===== src/rtl/sbt_pkg.sv =====
// Shared types for the strobed bus target.
package sbt_pkg;
    // Byte position inside one access frame.
    typedef enum logic [1:0] {
        PH_IDLE = 2'd0,   // no address seen yet
        PH_HI   = 2'd1,   // next data strobe carries bits 15:8
        PH_LO   = 2'd2,   // next data strobe carries bits 7:0
        PH_DONE = 2'd3    // both bytes moved, further strobes ignored
    } sbt_phase_e;
endpackage


===== src/rtl/sbt_sync.sv =====
// Multi-stage synchronizer for a bundle of asynchronous inputs.
// Assumes each bit is treated on its own; bits that belong together are only
// used after the host has held them stable for longer than the stage count.
module sbt_sync #(
    parameter int         W       = 1,
    parameter int         STAGES  = 2,
    parameter logic [W-1:0] RST_VAL = '0
) (
    input  logic         clk,
    input  logic         rst_n,
    input  logic [W-1:0] d,
    output logic [W-1:0] q
);
    logic [W-1:0] stage [STAGES];

    // Shift the raw inputs through the stage chain.
    always_ff @(posedge clk) begin
        if (!rst_n) begin
            for (int i = 0; i < STAGES; i++) stage[i] <= RST_VAL;
        end else begin
            stage[0] <= d;
            for (int i = 1; i < STAGES; i++) stage[i] <= stage[i-1];
        end
    end

    assign q = stage[STAGES-1];
endmodule


===== src/rtl/sbt_strobe_decode.sv =====
// Turns synchronized strobe, chip select and address-latch levels into
// single-cycle events. Assumes the inputs come from sbt_sync with equal delay,
// so the address-latch level is aligned with the strobe edge it qualifies.
module sbt_strobe_decode (
    input  logic clk,
    input  logic rst_n,
    input  logic stb_s,
    input  logic cs_n_s,
    input  logic ale_s,
    output logic addr_evt,
    output logic data_evt,
    output logic cs_rise
);
    logic stb_q;
    logic cs_n_q;
    logic stb_rise;

    // Remember the previous level of strobe and chip select.
    always_ff @(posedge clk) begin
        if (!rst_n) begin
            stb_q  <= 1'b0;
            cs_n_q <= 1'b1;
        end else begin
            stb_q  <= stb_s;
            cs_n_q <= cs_n_s;
        end
    end

    // A strobe edge counts only inside a chip-select frame.
    assign stb_rise = stb_s & ~stb_q & ~cs_n_s;
    assign addr_evt = stb_rise & ale_s;
    assign data_evt = stb_rise & ~ale_s;
    assign cs_rise  = cs_n_s & ~cs_n_q;
endmodule


===== src/rtl/sbt_engine.sv =====
// Access engine: stores the address, tracks the byte phase, assembles write
// data, issues register-side requests and tracks completion. The read value
// counts as fresh only if no request was open during the last HIST cycles
// before the first data strobe was seen. This covers the case where the host
// sampled the high byte before the synchronized edge arrived.
module sbt_engine
    import sbt_pkg::*;
#(
    parameter int  DW          = 8,
    parameter int  SYNC_STAGES = 2,
    localparam int RW          = 2 * DW
) (
    input  logic          clk,
    input  logic          rst_n,
    input  logic          addr_evt,
    input  logic          data_evt,
    input  logic          cs_rise,
    input  logic          dir_s,
    input  logic [DW-1:0] din,
    input  logic [RW-1:0] reg_rdata,
    input  logic          reg_ack,
    output logic [DW-1:0] addr,
    output logic [RW-1:0] wdata,
    output logic          we,
    output logic          rd_req,
    output logic [RW-1:0] rd_buf,
    output sbt_phase_e    phase,
    output logic          pending,
    output logic          fresh
);
    localparam int HIST = SYNC_STAGES + 3;

    logic            wr_mode;
    logic [DW-1:0]   hi_q;
    logic [HIST-1:0] pend_hist;

    // Record how long ago a request was last open.
    always_ff @(posedge clk) begin
        if (!rst_n) pend_hist <= '0;
        else        pend_hist <= {pend_hist[HIST-2:0], pending};
    end

    // Phase tracking, byte capture, request pulses and completion.
    always_ff @(posedge clk) begin
        if (!rst_n) begin
            phase   <= PH_IDLE;
            addr    <= '0;
            hi_q    <= '0;
            wdata   <= '0;
            we      <= 1'b0;
            rd_req  <= 1'b0;
            pending <= 1'b0;
            fresh   <= 1'b1;
            wr_mode <= 1'b1;
            rd_buf  <= '0;
        end else begin
            we     <= 1'b0;
            rd_req <= 1'b0;
            if (reg_ack) begin
                pending <= 1'b0;
                if (!wr_mode) rd_buf <= reg_rdata;
            end
            if (addr_evt) begin
                addr    <= din;
                wr_mode <= dir_s;
                phase   <= PH_HI;
                fresh   <= dir_s;
                if (!dir_s) begin
                    rd_req  <= 1'b1;
                    pending <= 1'b1;
                end
            end else if (data_evt) begin
                case (phase)
                    PH_HI: begin
                        if (wr_mode) hi_q <= din;
                        else         fresh <= ~(pending | (|pend_hist));
                        phase <= PH_LO;
                    end
                    PH_LO: begin
                        if (wr_mode) begin
                            wdata   <= {hi_q, din};
                            we      <= 1'b1;
                            pending <= 1'b1;
                        end
                        phase <= PH_DONE;
                    end
                    default: ;
                endcase
            end else if (cs_rise && phase == PH_DONE && !wr_mode) begin
                phase <= PH_HI;
            end
        end
    end
endmodule


===== src/rtl/sbus_target.sv =====
// Target side of a byte-wide strobed bus. All bus inputs are synchronized.
// Strobe edges inside a chip-select frame become address or data bytes, which
// drive a single-request register port. Assumes the host holds data and the
// address-latch line stable around each strobe, and keeps strobe low between
// bytes.
module sbus_target
    import sbt_pkg::*;
#(
    parameter int  DW          = 8,
    parameter int  SYNC_STAGES = 2,
    localparam int RW          = 2 * DW
) (
    input  logic          clk,
    input  logic          rst_n,
    input  logic          bus_cs_n,
    input  logic          bus_stb,
    input  logic          bus_ale,
    input  logic          bus_dir,
    input  logic [DW-1:0] bus_d_in,
    output logic [DW-1:0] bus_d_out,
    output logic          bus_d_oe,
    output logic          bus_busy,
    output logic [DW-1:0] reg_addr,
    output logic [RW-1:0] reg_wdata,
    output logic          reg_we,
    output logic          reg_rd_req,
    input  logic [RW-1:0] reg_rdata,
    input  logic          reg_ack
);
    localparam int SW = DW + 4;
    localparam logic [SW-1:0] SYNC_RST = {1'b1, 1'b0, 1'b0, 1'b1, {DW{1'b0}}};

    logic [SW-1:0] raw_bus;
    logic [SW-1:0] sync_bus;
    logic          dir_s, ale_s, stb_s, cs_n_s;
    logic [DW-1:0] din_s;
    logic          addr_evt, data_evt, cs_rise;
    logic [RW-1:0] rd_buf;
    sbt_phase_e    phase;
    logic          pending, fresh;

    assign raw_bus = {bus_dir, bus_ale, bus_stb, bus_cs_n, bus_d_in};
    assign {dir_s, ale_s, stb_s, cs_n_s, din_s} = sync_bus;

    sbt_sync #(.W(SW), .STAGES(SYNC_STAGES), .RST_VAL(SYNC_RST)) u_sync (
        .clk   (clk),
        .rst_n (rst_n),
        .d     (raw_bus),
        .q     (sync_bus)
    );

    sbt_strobe_decode u_dec (
        .clk      (clk),
        .rst_n    (rst_n),
        .stb_s    (stb_s),
        .cs_n_s   (cs_n_s),
        .ale_s    (ale_s),
        .addr_evt (addr_evt),
        .data_evt (data_evt),
        .cs_rise  (cs_rise)
    );

    sbt_engine #(.DW(DW), .SYNC_STAGES(SYNC_STAGES)) u_eng (
        .clk       (clk),
        .rst_n     (rst_n),
        .addr_evt  (addr_evt),
        .data_evt  (data_evt),
        .cs_rise   (cs_rise),
        .dir_s     (dir_s),
        .din       (din_s),
        .reg_rdata (reg_rdata),
        .reg_ack   (reg_ack),
        .addr      (reg_addr),
        .wdata     (reg_wdata),
        .we        (reg_we),
        .rd_req    (reg_rd_req),
        .rd_buf    (rd_buf),
        .phase     (phase),
        .pending   (pending),
        .fresh     (fresh)
    );

    // Register the bus-facing outputs: busy, output enable and the read byte.
    always_ff @(posedge clk) begin
        if (!rst_n) begin
            bus_busy  <= 1'b0;
            bus_d_oe  <= 1'b0;
            bus_d_out <= '0;
        end else begin
            bus_busy  <= cs_n_s & (pending | ~fresh);
            bus_d_oe  <= ~cs_n_s & ~dir_s;
            bus_d_out <= (phase == PH_HI) ? rd_buf[RW-1:DW] : rd_buf[DW-1:0];
        end
    end
endmodule


===== config.mk =====
export PLATFORM = sky130hd
export DESIGN_NAME = sbus_target
export DESIGN_NICKNAME = d
export VERILOG_FILES = /design/src/rtl/sbt_pkg.sv /design/src/rtl/sbt_sync.sv /design/src/rtl/sbt_strobe_decode.sv /design/src/rtl/sbt_engine.sv /design/src/rtl/sbus_target.sv
export SDC_FILE = /design/constraint.sdc
export NUM_CORES = 1
export LEC_CHECK = 0
export ABC_AREA = 1
export BUFFER_PORTS_ARGS = -buffer_cell sky130_fd_sc_hd__buf_4
export CAP_MARGIN = 20
export CORE_MARGIN = 4
export CORE_UTILIZATION = 37
export CTS_BUF_LIST = sky130_fd_sc_hd__clkbuf_8 sky130_fd_sc_hd__clkbuf_16
export CTS_CLUSTER_SIZE = 24
export DETAILED_ROUTE_END_ITERATION = 10
export GPL_TIMING_DRIVEN = 0
export PLACE_DENSITY = 0.65
export SLEW_MARGIN = 10
export SYNTH_ARGS = -nofsm -noshare
export SYNTH_HDL_FRONTEND = slang
export SYNTH_SLANG_ARGS = --single-unit

===== constraint.sdc =====
create_clock -name clk -period 2.1 [get_ports clk]
set_clock_uncertainty 0.05 [all_clocks]
set_input_delay 0.105 -clock clk [delete_from_list [all_inputs] [get_ports clk]]
set_output_delay 0.105 -clock clk [all_outputs]
set_load 0.01 [all_outputs]

# After elaboration in Yosys (flattened, before gate mapping)
# Memory sizes are Yosys's and may differ from the RTL's.
# Index checks and enable logic that the tools add are counted.
# word_totals
memories	1
mem_bits_rw	24
word_cells	85
out_inout_bits	36
regBits	72
# classes
n_mux	21
bitwise_logic	23
eq_ne	6
reduce_logical	17
# mem_list
memory	words	width	rd	rd_clocked_by_memory_dff	wr	line	rtl
u_sync.stage	2	12	2	0	2	sbt_sync.sv:14	logic [W-1:0] stage [STAGES];
# op_table
cell	n
two-way mux 12 bit	2
two-way mux 1 bit	15
inverter 1 bit	12
two-way mux 8 bit	1
AND reduction 2 bit	4
AND reduction 4 bit	2
bitwise AND 1 bit	7
nonzero test 2 bit	3
OR reduction 5 bit	1
equality test 2 bit, second input constant	2
two-way mux 2 bit	2
inequality test 4 x 2 -> 1 bit, second input constant	1
OR 1 bit	4
case mux 2 bit (2 select lines)	1
OR reduction 4 bit	1
inequality test 3 x 1 -> 1 bit, second input constant	1
AND reduction 3 bit	1
nonzero test 3 bit	1
equality test 2 x 1 -> 1 bit, second input constant	1
logical AND 1 bit	2
inequality test 2 bit, second input constant	1
OR reduction 2 bit	1
zero test 1 bit	1

# Longest topological paths before layout
# Gate-level depths: netlist of run 1.
# logic_depth
depth_word	7
mapped_depth	9
depth_no_buf	8

# Cells and area by module
# Synthesis of run 1 repeated with hierarchy kept, for this count alone.
# hier_totals
cells_unflattened	437
area_unflattened_um2	3484.6
# by_module_without_submodules
mod	seq_area_each_um2	area_per_inst_um2	cells_each	n_inst
sbt_engine	1201.2	2212.1	280	1
sbt_sync	480.5	773.2	86	1
sbus_target	200.2	415.4	59	1
sbt_strobe_decode	40.0	83.8	12	1

# Worst setup path after synthesis of run 1
# OpenSTA, ideal clock, no wires.
# synth_path
path_type	reg-to-reg
from	memory u_sync.stage[0][21] in the netlist's numbering
to	register u_eng.wdata[10]
required_time_ns	1.918
path_stages_with_launch	7
setup_ns	0.132
arrival_ns	1.012
slack_ns	0.906
period_less_slack_ns	1.194
n_path_buf	1
cell_sequence	dfxtp_1 -> nand3_4 -> nor2_8 -> nand2_2 -> buf_6 -> nand2_1 -> a21oi_1
# synth_lines
element	line	rtl
from (decl)	sbt_sync.sv:14	
to (signal assigned)	sbt_engine.sv:81	wdata <= {hi_q, din};
to (decl)	sbt_engine.sv:23	output logic [RW-1:0] wdata,

# Worst setup path after layout of run 1
# layout_path
from	register u_eng.phase[1]
to	register u_eng.fresh
# layout_via
elab_chain_len	3
# layout_rtl
element	line	rtl
from (decl)	sbt_engine.sv:27	output sbt_phase_e phase,
from (signal assigned)	sbt_engine.sv:46	phase <= PH_IDLE;
from (signal assigned)	sbt_engine.sv:66	phase <= PH_HI;
from (signal assigned)	sbt_engine.sv:77	phase <= PH_LO;
equality test 2 x 1 -> 1 bit	sbt_engine.sv:73	case (phase)
nonzero test 2 bit (no line)	--	
AND reduction 3 bit (no line)	--	
to (signal assigned)	sbt_engine.sv:67	fresh <= dir_s;
to (signal assigned)	sbt_engine.sv:76	else fresh <= ~(pending | (|pend_hist));
to (decl)	sbt_engine.sv:29	output logic fresh
# Every way passes these cells.
# A chain may end at the register's enable or synchronous reset.

==> out/results.tsv, run 1 <==
metric	value	unit
WP data required	2300	ps
filler instances	849	
number of DRC markers in iteration 0	156	
Least-Margin Pin Slew	512	ps
max-slew violations	0	
CTS sink count	96	
Top Metal Used	met4	
clk_lat worst skew	350	ps
drt first pass iters	4	
CTS max path bufs	2	
Die Width	103	um
Sequential Area	0.00192	sq mm
routed length per placed instance	11.6	um
share of layout cells above drive strength 1	20.8	%
Post-synth EDFFs	0	
r2r setup slk	700	ps
P per Cell Area	762	mW/mm^2
H-tree levels	3	
CTS clk-pin slew, worst paths	90	ps
Synth area leaders	dfxtp_1 58%, nand2_1 8.3%, nor2_1 8.3%	
Setup Crit Path Kind	reg2reg	
DP Cell Count	579	
Final Cycle Share	66.4	%
Yosys cell types	27	
Core Util, Final	51.2	%
Setup crit start	u_eng.phase[1]$_SDFFE_PP0P_	
DRC viols	0	
Hold Crit Class	in2reg	
Crit path arrival time	1590	ps
worst hold start	reg_ack	
metal3 WL	376	um
routed wl met2	3410	um
CORE AREA	0.00872	sq mm
VDD IR max	0.333	mV
Gate Count Post-Synth	406	
Worst Path Max Fanout	10	
vias in the first global route	2593	
unrepaired setup endpoints after global routing	no	
Detail Placement HPWL	5180	um
sequential fraction of the synthesis area	57.8	%
vias post-DR	2744	
Root Buffer	clkbuf_8	
Top FF cell, synth	dfxtp_1	
row count	34	
Synth top area share	57.8	%
first-pass GRT wire length	12000	um
DRT Wirelength	7230	um
I/O pins	67	
crit path time final	1400	ps
TritonCTS clock tree	built	
Fmax	0.717	GHz
design area	0.00446	sq mm
die height	103	um
fin cells	622	
die area	0.0106	sq mm
largest net degree at the start of global routing	16	
Max-Cap Viols	0	
area grow syn2layout	34.2	%
M1 wire length	3300	um
Ys Warns	0	
GP Congestion	0.824	
Worst R2R Path Depth	7	
Via density	4.41	
setup TNS	0	ps
Final ANT Viol Nets	0	
Cell Area, Placed	0.00395	sq mm
n_diodes	0	
headroom to the max-slew limit	65.8	%
synth cell count leaders	96 x dfxtp_1, 74 x nand2_1, 74 x nor2_1	
Mapped Nets	437	
Async S/R FF share, synth	0	%
initial antenna violation count	0	
CTS Buf Count	9	
most common cell in the synthesized netlist	dfxtp_1	
Mapped Area	0.00333	sq mm
Synth Register Bits	96	
post-CTS sizing	0	
Setup violations, final	0	
area taken by multi-input logic gates	0.00112	sq mm
startpoint types	flop	
Worst R2R Start	u_eng.phase[1]$_SDFFE_PP0P_	
Initial Utilization	38.1	%
status	finished clean	
Leak Pwr	2.03	nW
area leader, netlist	dfxtp_1	
Syn Area/Cell	8.19	sq um
total power draw	3.40	mW
CP Capture Type	flop	
Final Hold Viols	0	
nets	541	
Hold Path Depth	4	
port bufs	65	
GRT Total Usage	14.6	%
global route overflow	0	
==> cell usage in the layout (no fill, tap or decap), types with 3 or more instances in the layout <==
| master | count |
|---|---|
| clkbuf_1 | 9 |
| nor2_1 | 74 |
| bufinv_16 | 3 |
| or2_2 | 5 |
| buf_4 | 66 |
| inv_1 | 43 |
| nand3_1 | 16 |
| dfxtp_1 | 96 |
| buf_6 | 4 |
| buf_2 | 3 |
| clkbuf_8 | 9 |
| o21ai_0 | 32 |
| inv_2 | 6 |
| nand2_1 | 74 |
| a21oi_1 | 17 |
| dlygate4sd3_1 | 28 |
| nor2_4 | 3 |
| nand4_1 | 9 |
==> power by group <==
group          total (mW)  internal (mW)  switching [mW]
Sequential           1.86           1.84          0.0130
Clock                1.38          0.782           0.594
Combinational       0.169         0.0940          0.0752
==> critical path, cell delays in order (launching register included) <==
cell	delay, ps
dfxtp_1	340
inv_1	60
nand2_1	70
clkbuf_1	370
nor2_1	110
o21a_1	190
nand2_1	60
nand2_1	50
==> per-stage QoR <==
step / hold WS, ps / setup WS (ps)
3_3_place_gp: 236 / 740
4_1_cts: 7.51 / 700
5_1_grt: 16.7 / 504
3_5_place_dp: 241 / 718
2_1_floorplan: 153 / 906
6_report: 24.3 / 705
==> cells by family after synthesis <==
group                  count (synthesis)  share of synthesized area (%)
AO/OA/AOI/OAI                         55                           8.65
buffers and inverters                 67                           8.69
flip-flops                            96                           57.8
AND/OR/NAND/NOR                      188                           24.9
==> registers in the layout, summed over array words and instances (netlist names), 2 cells and up <==
name,cells
u_eng.rd_buf,16
u_eng.hi_q,8
u_eng.addr,8
u_sync.stage,24
u_eng.pend_hist,5
u_eng.wdata,16
u_eng.phase,2
bus_d_out,8
==> area by class of cell <==
cell class | count | area share [%]
buffer | 19 | 2.44
clock buffer | 9 | 2.77
clock inverter | 6 | 2.47
inverter | 48 | 4.04
multi-input combinational | 243 | 25.0
sequential | 96 | 43.0
tap | 108 | 3.03
timing repair buffer | 93 | 17.2
==> final timing paths <==
path,to
hold reg to reg,u_sync.stage[0][12]$_SDFF_PN0_
setup reg to reg,u_eng.fresh$_SDFFE_PN1P_
setup / recovery,u_eng.fresh$_SDFFE_PN1P_
hold / removal,u_eng.pending$_SDFF_PN0_
==> timing repair <==
| action | CTS | global route |
|---|---|---|
| endpoints found under the hold margin | 28 | 0 |
| hold buffers | 28 | 0 |
| setup buffers | 0 | 0 |
==> metal layers <==
| layer | track usage (%) | vias to the layer above |
|---|---|---|
| met1 | 19.3 | 1214 |
| met3 | 3.52 | 9 |
| li1 | - | 1465 |
| met4 | 5.18 | 0 |
| met5 | 0 | - |
| met2 | 23.4 | 56 |
Note: power is estimated with default switching activity, not from simulation.
==> run 2: changes to the inputs <==
==> constraint.sdc (replaced) <==
create_clock -name clk -period 1.3 [get_ports clk]
set_clock_uncertainty 0.05 [all_clocks]
set_input_delay 0.065 -clock clk [delete_from_list [all_inputs] [get_ports clk]]
set_output_delay 0.065 -clock clk [all_outputs]
set_load 0.01 [all_outputs]
==> out/results.tsv, run 2 (synthesis gave the netlist of run 1 again) <==
metric	value	unit
CTS sink count	96	
VDD IR max	0.537	mV
Clk pwr share	40.5	%
unrepaired setup endpoints after global routing	yes	
GRT Total Usage	14.9	%
Final Hold Viols	0	
Hold Crit Class	in2reg	
CORE AREA	0.00872	sq mm
startpoint types	flop	
register share of total power	54.3	%
drt first pass iters	4	
biggest regs	u_sync.stage x24, u_eng.rd_buf x16, u_eng.wdata x16	
P_sw	1.12	mW
filler instances	833	
CTS Buf Count	9	
total power draw	5.52	mW
share of layout cells above drive strength 1	25.2	%
WP data required	1540	ps
max reg flops	24	
first-pass GRT wire length	12300	um
Reg with most FFs	u_sync.stage	
Leak Pwr	2.10	nW
CTS max path bufs	2	
max-slew violations	0	
row count	34	
I/O pins	67	
port bufs	65	
die height	103	um
die area	0.0106	sq mm
Crit path arrival time	1540	ps
TritonCTS clock tree	built	
final worst slack	7.28	ps
Die Width	103	um
Detail Placement HPWL	5180	um
DP Cell Count	579	
nets	550	
Final Cycle Share	99.4	%
clk_lat worst skew	350	ps
design area	0.00461	sq mm
Worst Path Max Fanout	10	
Initial Utilization	38.1	%
Top Metal Used	met4	
routed wl met2	3540	um
pre-CTS setup slack	-82.3	ps
Setup Crit Path Kind	reg2reg	
global route overflow	0	
status	finished clean	
CTS clk-pin slew, worst paths	80	ps
Core Util, Final	52.9	%
P per Cell Area	1200	mW/mm^2
Worst Hold Slack	21.6	ps
Sw Ratio	20.3	%
Cell Area, Placed	0.00395	sq mm
headroom to the max-slew limit	65.2	%
most frequent cells in the layout	92 x dfxtp_1, 75 x buf_4, 72 x nor2_1	
setup TNS	0	ps
Max-Cap Viols	0	
Fmax	0.774	GHz
CP Capture Type	flop	
n_diodes	0	
area grow syn2layout	38.7	%
number of DRC markers in iteration 0	153	
DRC viols	0	
vias post-DR	2821	
Final ANT Viol Nets	0	
Int Pwr	4.40	mW
Root Buffer	clkbuf_8	
largest net degree at the start of global routing	16	
fin cells	631	
initial antenna violation count	0	
crit path time final	1290	ps
M1 wire length	3470	um
Least-Margin Pin Slew	522	ps
routed length per placed instance	11.9	um
GP Congestion	0.824	
combinational share of power	5.1	%
metal3 WL	321	um
H-tree levels	3	
vias in the first global route	2659	
DRT Wirelength	7480	um
most common cell after layout, fill and taps aside	dfxtp_1	
Via density	4.47	
Setup violations, final	0	
run 2: cell types whose count changed in the layout (fill, tap and decap cells not counted), moves of 2 or more:
cell | before | now
buf_4 | 66 | 75
clkbuf_1 | 9 | 7
dfxtp_1 | 96 | 92
dfxtp_2 | 0 | 3
inv_1 | 43 | 41
nand2_1 | 74 | 69
nand2_2 | 1 | 5
nor2_1 | 74 | 72
nor2_4 | 3 | 7
o21ai_0 | 32 | 30
o21ai_1 | 1 | 3
run 2: timing repair:
| action | 4_1_cts | 5_1_grt |
|---|---|---|
| setup buffers | 4 | 4 |
| endpoints found under the hold margin | 29 | 0 |
| gates resized for setup | 12 | 18 |
| gates cloned | 2 | 0 |
| pin swaps | 2 | 10 |
| hold buffers | 29 | 0 |
| setup endpoints to repair | 32 | 45 |
run 2: worst max-delay path: stages (launching register included):
cell	delay, ps
dfxtp_4	370
inv_4	70
nand3_4	130
nor2_4	230
nand2_4	140
nor2_4	140
nor2_1	50
nand2_1	50
run 2: path summary, 6_finish.rpt:
| path | from | slack (ps) | to | cells after the start |
|---|---|---|---|---|
| setup / recovery | u_sync.stage[0][20]$_SDFF_PN1_ | 7 | u_eng.pending$_SDFF_PN0_ | 7 |
| hold / removal | rst_n | 20 | u_eng.pend_hist[0]$_SDFF_PN0_ | 3 |
| setup reg to reg | u_sync.stage[0][20]$_SDFF_PN1_ | 7 | u_eng.pending$_SDFF_PN0_ | 7 |
| hold reg to reg | u_sync.stage[0][0]$_SDFF_PN0_ | 370 | u_sync.stage[0][12]$_SDFF_PN0_ | 2 |
run 2: routing by layer:
metal,up-vias,track usage (%)
met1,1258,19.3
li1,1485,-
met5,-,0
met4,0,5.98
met3,10,3.45
met2,68,24.2
run 2: layout make-up:
type / count / area (sq um) / share of cell area [%]
timing repair buffer: 103 / 862 / 18.7
buffer: 17 / 101 / 2.20
sequential: 96 / 1930 / 41.8
clock buffer: 9 / 124 / 2.69
clock inverter: 6 / 110 / 2.39
multi-input combinational: 244 / 1170 / 25.3
tap: 108 / 135 / 2.93
inverter: 48 / 183 / 3.96
run 2: power groups by stage:
stage	Clock [mW]	Combinational, mW	Sequential (mW)
2_1_floorplan	0	0.104	3.06
5_1_grt	2.40	0.318	3.00
6_report	2.24	0.283	3.00
4_1_cts	2.29	0.280	3.00
3_3_place_gp	0	0.207	3.07
3_5_place_dp	0	0.209	3.07
